[src/rtl/dbgmode_pkg.sv]
package dbgmode_pkg;

  typedef enum logic [1:0] {
    ST_RUN    = 2'd0,
    ST_WAIT   = 2'd1,
    ST_HALTED = 2'd2,
    ST_CMD    = 2'd3
  } runState_e;

  typedef enum logic [1:0] {
    CAUSE_NONE = 2'd0,
    CAUSE_BRK  = 2'd1,
    CAUSE_HALT = 2'd2,
    CAUSE_STEP = 2'd3
  } cause_e;

  localparam logic [1:0] REQ_NONE   = 2'd0;
  localparam logic [1:0] REQ_HALT   = 2'd1;
  localparam logic [1:0] REQ_RESUME = 2'd2;

  localparam logic [1:0] PRIV_USER  = 2'd0;
  localparam logic [1:0] PRIV_SUPER = 2'd1;
  localparam logic [1:0] PRIV_MACH  = 2'd3;

  localparam logic [31:0] OP_EBREAK  = 32'h0010_0073;
  localparam logic [31:0] OP_DRET    = 32'h7B20_0073;
  localparam logic [31:0] OP_WFI     = 32'h1050_0073;
  localparam logic [31:0] OP_WRS_NTO = 32'h00D0_0073;
  localparam logic [31:0] OP_WRS_STO = 32'h01D0_0073;

  // decoded view of the retiring instruction
  typedef struct packed {
    logic ok;      // retired without trap
    logic fault;   // retired with trap
    logic ebreak;
    logic dret;
    logic waitOp;
  } retireInfo_t;

  // control-to-datapath strobes
  typedef struct packed {
    logic   enter;
    logic   leave;
    logic   setErr;
    logic   trap;
    cause_e cause;
  } ctlStrobe_t;

endpackage

[src/rtl/dbgmode_decode.sv]
module dbgmode_decode
  import dbgmode_pkg::*;
#(
  parameter int INSTR_W = 32
) (
  input  logic               retireValid,
  input  logic               retireExc,
  input  logic [INSTR_W-1:0] retireWord,
  output retireInfo_t        info
);
  localparam int CMP_W = (INSTR_W < 32) ? INSTR_W : 32;

  logic [31:0] word32;

  always_comb begin
    word32 = '0;
    word32[CMP_W-1:0] = retireWord[CMP_W-1:0];
  end

  always_comb begin
    info.ok     = retireValid && !retireExc;
    info.fault  = retireValid && retireExc;
    info.ebreak = info.ok && (word32 == OP_EBREAK);
    info.dret   = info.ok && (word32 == OP_DRET);
    info.waitOp = info.ok && ((word32 == OP_WFI) || (word32 == OP_WRS_NTO) ||
                              (word32 == OP_WRS_STO));
  end
endmodule

[src/rtl/dbgmode_fsm.sv]
module dbgmode_fsm
  import dbgmode_pkg::*;
(
  input  logic        clk,
  input  logic        rstN,
  input  logic        extEnable,
  input  logic [1:0]  privLvl,
  input  logic [2:0]  ebreakEn,   // [0] user, [1] supervisor, [2] machine
  input  logic        stepEnable,
  input  retireInfo_t info,
  input  logic        wakeUp,
  input  logic [1:0]  dbgReq,
  input  logic        cmdStart,
  output runState_e   state,
  output ctlStrobe_t  strobe
);
  runState_e nextState;
  logic      brkAllowed;
  logic      haltReq;
  logic      resumeReq;

  assign haltReq   = extEnable && (dbgReq == REQ_HALT);
  assign resumeReq = (dbgReq == REQ_RESUME);

  always_comb begin
    unique case (privLvl)
      PRIV_USER:  brkAllowed = ebreakEn[0];
      PRIV_SUPER: brkAllowed = ebreakEn[1];
      PRIV_MACH:  brkAllowed = ebreakEn[2];
      default:    brkAllowed = 1'b0;
    endcase
  end

  always_comb begin
    nextState = state;
    strobe    = '{enter: 1'b0, leave: 1'b0, setErr: 1'b0, trap: 1'b0,
                  cause: CAUSE_NONE};
    unique case (state)
      ST_RUN: begin
        if (haltReq) begin
          nextState = ST_HALTED; strobe.enter = 1'b1; strobe.cause = CAUSE_HALT;
        end else if (info.ebreak) begin
          if (extEnable && brkAllowed) begin
            nextState = ST_HALTED; strobe.enter = 1'b1; strobe.cause = CAUSE_BRK;
          end else begin
            strobe.trap = 1'b1;
          end
        end else if (extEnable && stepEnable && info.ok) begin
          nextState = ST_HALTED; strobe.enter = 1'b1; strobe.cause = CAUSE_STEP;
        end else if (info.waitOp) begin
          nextState = ST_WAIT;
        end
      end
      ST_WAIT: begin
        if (haltReq) begin
          nextState = ST_HALTED; strobe.enter = 1'b1; strobe.cause = CAUSE_HALT;
        end else if (wakeUp) begin
          nextState = ST_RUN;
        end
      end
      ST_HALTED: begin
        if (resumeReq || (extEnable && info.dret)) begin
          nextState = ST_RUN; strobe.leave = 1'b1;
        end else if (cmdStart) begin
          nextState = ST_CMD;
        end
      end
      ST_CMD: begin
        if (resumeReq) begin
          nextState = ST_RUN; strobe.leave = 1'b1;
        end else if (info.fault) begin
          nextState = ST_HALTED; strobe.setErr = 1'b1;
        end else if (info.ebreak) begin
          nextState = ST_HALTED;
        end
      end
      default: nextState = ST_RUN;
    endcase
  end

  always_ff @(posedge clk) begin
    if (!rstN) state <= ST_RUN;
    else       state <= nextState;
  end

  // an enabled halt from running or waiting lands in debug
  a_r3_halt_enters: assert property (@(posedge clk) disable iff (!rstN)
    ((state == ST_RUN || state == ST_WAIT) && extEnable && dbgReq == REQ_HALT)
      |=> (state == ST_HALTED));

  // command start from debug without a competing exit
  a_r6_cmd_start: assert property (@(posedge clk) disable iff (!rstN)
    (state == ST_HALTED && dbgReq == REQ_NONE && !info.dret && cmdStart)
      |=> (state == ST_CMD));

  // resume from either debug state goes back to running
  a_r9_resume: assert property (@(posedge clk) disable iff (!rstN)
    ((state == ST_HALTED || state == ST_CMD) && dbgReq == REQ_RESUME)
      |=> (state == ST_RUN));

  // a WFI inside a command never reaches the waiting state
  a_r10_no_wait_in_cmd: assert property (@(posedge clk) disable iff (!rstN)
    (state == ST_CMD) |=> (state != ST_WAIT));

  // an idle request with no events keeps the state
  a_r12_idle_hold: assert property (@(posedge clk) disable iff (!rstN)
    (dbgReq == REQ_NONE && !info.ok && !info.fault && !wakeUp && !cmdStart)
      |=> $stable(state));
endmodule

[src/rtl/dbgmode_dp.sv]
module dbgmode_dp
  import dbgmode_pkg::*;
(
  input  logic       clk,
  input  logic       rstN,
  input  ctlStrobe_t strobe,
  input  logic       errClear,
  output logic       enterPulse,
  output logic       exitPulse,
  output cause_e     entryCause,
  output logic       cmdErr,
  output logic       brkTrap
);
  always_ff @(posedge clk) begin
    if (!rstN) begin
      enterPulse <= 1'b0;
      exitPulse  <= 1'b0;
      brkTrap    <= 1'b0;
      entryCause <= CAUSE_NONE;
      cmdErr     <= 1'b0;
    end else begin
      enterPulse <= strobe.enter;
      exitPulse  <= strobe.leave;
      brkTrap    <= strobe.trap;
      if (strobe.enter) entryCause <= strobe.cause;
      if (strobe.setErr)  cmdErr <= 1'b1;
      else if (errClear)  cmdErr <= 1'b0;
    end
  end

  // the error flag only falls through a clear request
  a_r8_err_sticky: assert property (@(posedge clk) disable iff (!rstN)
    (cmdErr && !errClear) |=> cmdErr);

  // the cause is held between entries
  a_r11_cause_hold: assert property (@(posedge clk) disable iff (!rstN)
    (!strobe.enter) |=> $stable(entryCause));
endmodule

[src/rtl/dbgmode_ctrl.sv]
module dbgmode_ctrl
  import dbgmode_pkg::*;
#(
  parameter int INSTR_W = 32
) (
  input  logic               clk,
  input  logic               rstN,
  input  logic               extEnable,
  input  logic [1:0]         privLvl,
  input  logic               ebreakEnU,
  input  logic               ebreakEnS,
  input  logic               ebreakEnM,
  input  logic               stepEnable,
  input  logic               retireValid,
  input  logic               retireExc,
  input  logic [INSTR_W-1:0] retireWord,
  input  logic               wakeUp,
  input  logic [1:0]         dbgReq,
  input  logic               cmdStart,
  input  logic               errClear,
  output logic [1:0]         runState,
  output logic               enterPulse,
  output logic               exitPulse,
  output logic [1:0]         entryCause,
  output logic               cmdErr,
  output logic               brkTrap
);
  retireInfo_t info;
  ctlStrobe_t  strobe;
  runState_e   state;
  cause_e      cause;

  dbgmode_decode #(.INSTR_W(INSTR_W)) u_decode (
    .retireValid(retireValid), .retireExc(retireExc),
    .retireWord(retireWord), .info(info)
  );

  dbgmode_fsm u_fsm (
    .clk(clk), .rstN(rstN), .extEnable(extEnable), .privLvl(privLvl),
    .ebreakEn({ebreakEnM, ebreakEnS, ebreakEnU}), .stepEnable(stepEnable),
    .info(info), .wakeUp(wakeUp), .dbgReq(dbgReq), .cmdStart(cmdStart),
    .state(state), .strobe(strobe)
  );

  dbgmode_dp u_dp (
    .clk(clk), .rstN(rstN), .strobe(strobe), .errClear(errClear),
    .enterPulse(enterPulse), .exitPulse(exitPulse), .entryCause(cause),
    .cmdErr(cmdErr), .brkTrap(brkTrap)
  );

  assign runState   = state;
  assign entryCause = cause;

  // entry pulse coincides with the first debug cycle, exit with running
  a_r11_enter_in_debug: assert property (@(posedge clk) disable iff (!rstN)
    enterPulse |-> (runState == ST_HALTED));
  a_r11_exit_in_run: assert property (@(posedge clk) disable iff (!rstN)
    exitPulse |-> (runState == ST_RUN));
  a_r11_pulses_exclusive: assert property (@(posedge clk) disable iff (!rstN)
    $onehot0({enterPulse, exitPulse, brkTrap}));
  // a breakpoint trap leaves the core running
  a_r4_trap_stays_run: assert property (@(posedge clk) disable iff (!rstN)
    brkTrap |-> (runState == ST_RUN));
endmodule

[config.mk]
export PLATFORM = sky130hd
export DESIGN_NAME = dbgmode_ctrl
export DESIGN_NICKNAME = d
export VERILOG_FILES = /design/src/rtl/dbgmode_pkg.sv /design/src/rtl/dbgmode_decode.sv /design/src/rtl/dbgmode_fsm.sv /design/src/rtl/dbgmode_dp.sv /design/src/rtl/dbgmode_ctrl.sv
export SDC_FILE = /design/constraint.sdc
export NUM_CORES = 1
export LEC_CHECK = 0
export BUFFER_PORTS_ARGS = -buffer_cell sky130_fd_sc_hd__buf_2
export CAP_MARGIN = 10
export CORE_MARGIN = 5
export CORE_UTILIZATION = 40
export CTS_CLUSTER_SIZE = 14
export DETAILED_ROUTE_END_ITERATION = 7
export MAX_ROUTING_LAYER = met4
export PLACE_DENSITY = 0.82
export REMOVE_ABC_BUFFERS = 1
export SLEW_MARGIN = 20
export SYNTH_ARGS = -nofsm -noshare
export SYNTH_HDL_FRONTEND = slang
export SYNTH_SLANG_ARGS = --single-unit
[constraint.sdc]
create_clock -name clk -period 8 [get_ports clk]
set_input_delay 1.6 -clock clk [delete_from_list [all_inputs] [get_ports clk]]
set_output_delay 1.6 -clock clk [all_outputs]
set_load 0.1 [all_outputs]
# --- Word level (Yosys, flattened, before mapping) ---
# Cells that the tools add are included.
totals:
  ff_bits: 8
  latch_bits: 0
  mem_bits_rw: 0
  romBits: 0
  input_bits: 48
  elab_cells: 80
  memories: 0
op_classes:
  n_addsub: 0
  mul: 0
  n_div: 0
  n_lt_le_gt_ge: 0
  eq_ne: 17
  shift: 0
  mux: 35
  n_bitwise: 3
  reduce_logical: 19
ops:
  columns: ["operator", "n"]
  rows:
  - ["32-bit by 21-bit == test with 1-bit output, second input constant", 1]
  - ["32-bit by 24-bit == test with 1-bit output, second input constant", 1]
  - ["32-bit by 25-bit == test with 1-bit output, second input constant", 1]
  - ["32-bit by 29-bit == test with 1-bit output, second input constant", 1]
  - ["32-bit by 31-bit == test with 1-bit output, second input constant", 1]
  - ["2-bit 2-to-1 mux", 16]
  - ["1-bit 2-to-1 mux", 14]
  - ["1-bit logical AND", 10]
  - ["2-bit == test, second input constant", 4]
  - ["2-bit one-hot mux with 4 select lines", 1]
  - ["2-bit by 1-bit == test with 1-bit output, second input constant", 3]
  - ["3-bit by 2-bit != test with 1-bit output, second input constant", 2]
  - ["5-bit by 3-bit != test with 1-bit output, second input constant", 1]
  - ["5-bit AND reduction", 1]
  - ["2-bit zero test", 2]
  - ["4-bit by 2-bit != test with 1-bit output, second input constant", 1]
  - ["4-bit by 3-bit != test with 1-bit output, second input constant", 1]
  - ["1-bit one-hot mux with 2 select lines", 2]
  - ["2-bit one-hot mux with 2 select lines", 1]
  - ["4-bit OR reduction", 1]
  - ["1-bit logical OR", 3]
  - ["1-bit inverter", 3]
  - ["1-bit one-hot mux with 3 select lines", 1]
  - ["2-bit nonzero test", 1]
  - ["1-bit zero test", 1]

# --- Longest topological paths before layout ---
# Gate-level depths: netlist of the first run.
logic_depth:
  ltp_word: 9
  depth_mapped: 7
  ltp_nobuf: 6

# --- Cells and area by module ---
# From an unflattened synthesis of the first run, not the netlist that was laid out.
unflattened:
  cells_unflattened: 83
  hier_area_um2: 694.4
by_module_without_submodules:
  columns: ["module", "instances", "cells_each", "area_per_inst_um2"]
  rows:
  - ["dbgmode_fsm", 1, 42, 316.6]
  - ["dbgmode_decode", 1, 26, 191.4]
  - ["dbgmode_dp", 1, 15, 186.4]

# --- Worst setup path after synthesis of the first run ---
# Ideal clock, no wire load.
synth_path:
  path_kind: "in2reg"
  startpoint: "input retireWord[7]"
  endpoint: "register u_fsm.state[0]"
  arrival_ps: 3575
  setup_slack_ps: 4339
  stages: 6
  path_buffers: 0
  path_cell_list: "or4b_4 nor3_4 and4b_4 mux2_2 or3_1 a221oi_2"
synth_between:
  elab_chain_len: 6
synth_rtl:
  columns: ["item", "line", "source"]
  rows:
  - ["start, declared", "dbgmode_ctrl.sv:16", "input logic [INSTR_W-1:0] retireWord,"]
  - ["32-bit by 29-bit == test with 1-bit output (tied with other cells)", "dbgmode_decode.sv:25", "info.waitOp = info.ok && ((word32 == OP_WFI) || (word32 == OP_WRS_NTO) ||"]
  - ["1-bit logical OR / 1-bit logical AND (equally long branches)", "dbgmode_decode.sv:25, dbgmode_decode.sv:24", null]
  - ["1-bit logical OR / 1-bit logical AND (equally long branches)", "dbgmode_decode.sv:25, dbgmode_fsm.sv:62", null]
  - ["1-bit logical AND / 1-bit logical OR (equally long branches)", "dbgmode_decode.sv:25, dbgmode_fsm.sv:62", null]
  - ["5-bit by 3-bit != test with 1-bit output (no line) (tied with other cells)", null, null]
  - ["5-bit AND reduction (no line) / 2-bit one-hot mux with 4 select lines (equally long branches)", null, null]
  - ["end signal, assigned", "dbgmode_fsm.sv:83", "else state <= nextState;"]
  - ["end, declared", "dbgmode_fsm.sv:14", "output runState_e state,"]
# Parallel ways exist; a longest one is shown, timed or not.
# A chain may end at the register's enable or synchronous reset.

# --- Final worst setup path of the first run ---
# Ends and elaborated chain as after synthesis.

==> results of run 1 <==
==> stage by stage <==
stage	util, %	std cells	hold slack, ns
2_1_floorplan	-	85	0.918
3_3_place_gp	57.8	165	0.459
3_5_place_dp	57.8	165	0.468
4_1_cts	59.1	168	0.475
5_1_grt	59.1	168	0.515
6_report	59.1	168	0.474
==> power groups by stage <==
| stage | Combinational (mW) | Clock [mW] | Sequential [mW] |
|---|---|---|---|
| 2_1_floorplan | 0.0510 | 0 | 0.106 |
| 3_3_place_gp | 0.127 | 0 | 0.0589 |
| 3_5_place_dp | 0.130 | 0 | 0.0590 |
| 4_1_cts | 0.131 | 0.0310 | 0.0581 |
| 5_1_grt | 0.141 | 0.0345 | 0.0598 |
| 6_report | 0.130 | 0.0306 | 0.0591 |
==> worst paths after layout <==
path                                      from             end  slack (ns)  cells after the start
worst max-delay path             retireWord[7]  u_fsm.state[0]        4.40                      7
worst min-delay path               u_dp.cmdErr     u_dp.cmdErr        0.47                      2
worst max register to register  u_fsm.state[0]  u_fsm.state[0]        6.17                      6
worst min register to register     u_dp.cmdErr     u_dp.cmdErr        0.47                      2
==> cells in the mapped netlist, types with 3 or more instances <==
cell type  number
o21ai_0         3
nor2_1         10
mux2i_1         3
dfxtp_1         8
nand3_1         3
nor3_1          4
nand2b_1        3
a21oi_1         5
nand2_1         6
==> flip-flops by register name (all words and copies together) (netlist names) <==
signal,flops
u_dp.entryCause,2
u_fsm.state,2
u_dp.brkTrap,1
u_dp.cmdErr,1
u_dp.enterPulse,1
u_dp.exitPulse,1
==> layout make-up <==
type / instances / area share, %
clock buffers: 3 / 2.23
inverters: 2 / 0.743
multi-input cells: 75 / 50.8
flip-flops and latches: 8 / 15.9
well taps: 25 / 3.10
repair buffers: 55 / 27.3
==> per-layer routing <==
| layer | up-vias | share of wire [%] |
|---|---|---|
| li1 | 453 | - |
| met1 | 388 | 40 |
| met2 | 37 | 52 |
| met3 | 5 | 7.2 |
| met4 | 0 | 0.91 |
| met5 | - | 0 |
==> worst max-delay path, cell delays in order <==
cell and delay (ns):
buf_2 0.10, or4b_4 0.54, nor3_4 0.25, and4b_4 0.30, mux2_2 0.35, or3_1 0.36, a221oi_2 0.27
==> kinds of logic (layout without fill, tap and decap cells) <==
family                 after synthesis  after routing  synth area share (%)
AND/OR/NAND/NOR                     52             52                  47.9
AO/OA/AOI/OAI                       19             19                  19.2
buffers and inverters                4             60                  4.27
flip-flops                           8              8                  22.8
multiplexers                         4              4                  5.87
==> impl_metrics.yaml, run 1 <==
timing:
  max_freq_ghz: 0.278
  setup_tns_ns: 0
  fin_crit_ns: 3.60
  worstMarginPinSlew_ns: 0.471
  setup_slack_ns: 4.40
  rsz0062_at_grt: "no"
  period_share_pct: 45.0
  skew_ns: 0.00484
  slew_headroom_pct: 68.1
  report.final.slew_viol_count: 0
  hold_viol_final: 0
  setup_violations: 0
global_route:
  top_usage_layer: "met2"
  grt-ovfl-total: 0
  grt_max_degree: 11
  grtUsageMet3_pct: 4.01
  met2_usage_pct: 28.9
  grt_pass1_vias: 855
  grt_use_met1_pct: 19.2
  antenna_found_initial: 0
  grt_pass1_wl_um: 3450
  grt_usage_pct: 16.8
critical_path:
  critical_path.max_fanout: 4
  startpoint_type: "primary input"
  cp_data_arrival_time_ns: 3.77
  critPathCaptureType: "flip-flop"
  cp.required_ns: 8.16
  critPathKind: "primary input to flip-flop"
die:
  num_rows: 15
  die_w_um: 51.9
  start_util_pct: 41.2
  pin_count: 56
  placeableCoreArea_um2: 1710
  fp.dieArea_um2: 2700
  die_h_um: 51.9
clock_network:
  clk_latency_ns: 0.25
  clock_sinks: 8
  cts_resized: 0
  htree_levels: 1
  root_buffer: "clkbuf_4"
  cts_tree: "done"
  cts_hold_buf: 0
  cts.path.max_buffers: 2
  clkTransAtPathRegs_ns: 0.05
  cts-buffers-inserted: 3
  cts_setup_buffers: 0
place:
  gp_congestion: 0.834
  dp_hpwl_um: 1810
  portBuffers: 55
  dpl_cell_area_um2: 987
  dpl_worst_slack_ns: 4.14
detailed_routing:
  remaining_drc_errors: 0
  via_per_inst: 5.26
  ant_nets: 0
  detail_route.first_pass.iterations: 4
  drt-total-wl_um: 2090
  first_iter_violations: 25
  num_vias: 883
  wl_per_cell_um: 12.5
synth:
  synth_area_leaders: "dfxtp_1, nor2_1, mux2i_1"
  synth_seq_cells: 8
  syn_area_per_cell_um2: 8.08
  ys_seq_area_share_pct: 22.8
  ys_warn_count: 0
  synthCells: 87
  synth_top_cell_by_area: "dfxtp_1"
  ys_types: 40
  synth_top_area_share_pct: 22.8
  synth_edf_count: 0
  ys.flop_type: "dfxtp_1"
  synthesis.area_um2: 703
  synthArstFlopShare_pct: 0
cells_and_area:
  area_delta_synth_final_pct: 43.6
  design.final.nets: 193
  layout_common_cells: "buf_2, nor2_1, dfxtp_1"
  fillers: 153
  seqCellArea_um2: 160
  multi_input_area_um2: 513
  diodes: 0
  mostFrequentLayoutCell: "buf_2"
  fin_area_um2: 1010
  drive_gt1_share_pct: 49.7
pwr:
  p_leak_nw: 0.494
  clockPowerShare_pct: 13.9
  ir_drop_v: 0.000145
  seqPwrFrac_pct: 26.9
  p_int_mw: 0.102
  p_total_mw: 0.220
  power_density_nw_per_um2: 218
  power.switching_mw: 0.118
  power_switching_share_pct: 53.7
  p_comb_share_pct: 59.2
worst_hold_path:
  hp-class: "flip-flop to flip-flop"
flow_run:
  drv_cap: 0
status:
  status: "finished, final reports clean"
(Power assumes the default switching activity.)
==> inputs of run 2 (changes only) <==
CORE_ASPECT_RATIO = 0.7   (was default)
CORE_UTILIZATION = 34   (was 40)
PLACE_DENSITY = 0.74   (was 0.82)
clock period = 3.2 ns   (was 8 ns; I/O delays follow)
==> impl_metrics.yaml, run 2 (synthesis gave the netlist of run 1 again) <==
status:
  status: "finished, final reports clean"
cells_and_area:
  multi_input_area_um2: 513
  seqCellArea_um2: 160
  layout_common_cells: "buf_2, nor2_1, dfxtp_1"
  mostFrequentLayoutCell: "buf_2"
  design.final.nets: 193
  area_delta_synth_final_pct: 43.1
  fillers: 197
  reg_top3: "u_dp.entryCause x2, u_fsm.state x2"
  post-route-util_pct: 52.4
  diodes: 0
  drive_gt1_share_pct: 49.7
clock_network:
  htree_levels: 1
  cts_hold_buf: 0
  cts.path.max_buffers: 2
  cts_setup_buffers: 0
  root_buffer: "clkbuf_4"
  clkTransAtPathRegs_ns: 0.05
  cts-buffers-inserted: 3
  clock_sinks: 8
  cts_resized: 0
  clk_latency_ns: 0.24
  cts_tree: "done"
die:
  pin_count: 56
  start_util_pct: 36.6
  die_w_um: 64.4
  num_rows: 13
  placeableCoreArea_um2: 1920
  fp.dieArea_um2: 3090
  die_h_um: 48.1
critical_path:
  cp_top_family: "simple AND/OR/NAND/NOR gates"
  reg2reg_to: "u_fsm.state[0]"
  startpoint_type: "primary input"
  cp_data_arrival_time_ns: 2.82
  critPathKind: "primary input to flip-flop"
  cp.required_ns: 3.36
  cp-startpoint: "retireWord[26]"
  path_depth: 7
  r2r_slack_ns: 1.35
  worst_path_largest_cell_delay_ns: 0.47
  cp-endpoint: "u_fsm.state[0]"
  worstPathCellList: "buf_2 > nor4b_1 > nand4_1 > and4b_4 > mux2_2 > or3_1 > a221oi_2"
  critical_path.max_fanout: 4
  worstRegToRegCells: 6
  worst-path-buf-inv: 1
  crit_slowest_cell: "nor4b_1"
  critPathCaptureType: "flip-flop"
  r2r_start: "u_fsm.state[0]"
detailed_routing:
  via_per_inst: 5.50
  wl_per_cell_um: 13.3
  detail_route.first_pass.iterations: 4
  num_vias: 907
  first_iter_violations: 22
  ant_nets: 0
  drt-total-wl_um: 2190
  remaining_drc_errors: 0
timing:
  period_share_pct: 83.0
  setup_violations: 0
  max_freq_ghz: 0.377
  setup_slack_ns: 0.545
  rsz0062_at_grt: "no"
  fin_crit_ns: 2.65
  skew_ns: 0.00102
  hold_viol_final: 0
  slew_headroom_pct: 68.1
  report.final.slew_viol_count: 0
  setup_tns_ns: 0
  worstMarginPinSlew_ns: 0.472
global_route:
  grt-ovfl-total: 0
  grt_pass1_vias: 874
  grt_usage_pct: 16.0
  grt_pass1_wl_um: 3630
  antenna_found_initial: 0
  grt_max_degree: 11
pwr:
  p_leak_nw: 0.494
  power_density_nw_per_um2: 547
  ir_drop_v: 0.000684
  p_total_mw: 0.550
worst_hold_path:
  worstHoldStart: "u_dp.cmdErr"
  hp-class: "flip-flop to flip-flop"
place:
  gp_congestion: 0.895
  dp_hpwl_um: 1950
  dpl_worst_slack_ns: 0.303
  portBuffers: 55
flow_run:
  drv_cap: 0
-- run 2: cell counts in the layout (fill, tap and decap cells not counted) --
Identical to the previous run, type by type.
-- run 2: metal layers --
metal,wire [um],GRT usage [%]
met5,0,-
met4,0,2.52
met3,218,6.34
met2,1060,28.1
met1,919,17.9
-- run 2: worst min-delay path by stage --
| stage | cells past startpoint | end | slack [ns] |
|---|---|---|---|
| after floorplan | 1 | u_dp.entryCause[1] | 0.76 |
| after global placement | 2 | u_dp.cmdErr | 0.46 |
| after detailed placement | 2 | u_dp.cmdErr | 0.47 |
| after CTS | 2 | u_dp.cmdErr | 0.48 |
| after global routing | 2 | u_dp.cmdErr | 0.51 |
| final | 2 | u_dp.cmdErr | 0.47 |
-- run 2: power by group --
part	switching (mW)	total (mW)	internal [mW]
Combinational	0.233	0.328	0.0945
Clock	0.0300	0.0726	0.0426
Sequential	0.0322	0.150	0.117
Total	0.295	0.550	0.255
-- run 2: cell type report --
cell class              count  area share [%]
multi-input cells          75            51.0
repair buffers             55            27.4
flip-flops and latches      8            15.9
well taps                  22            2.74
clock buffers               3            2.24
inverters                   2           0.746
-- run 2: metrics by stage --
stage,hold WS (ns),instance area [um^2],std cells
final,0.469,1010,165
after detailed placement,0.471,983,162
after floorplan,0.757,681,85
after CTS,0.478,1010,165
after global routing,0.511,1010,165
after global placement,0.464,983,162
-- run 2: worst register-to-register path: cells and delay by family, from the launching register on --
family	cells	cell delay, ns
flip-flops	1	0.52
multiplexers	1	0.30
AND/OR/NAND/NOR	3	0.65
AO/OA/AOI/OAI	2	0.31
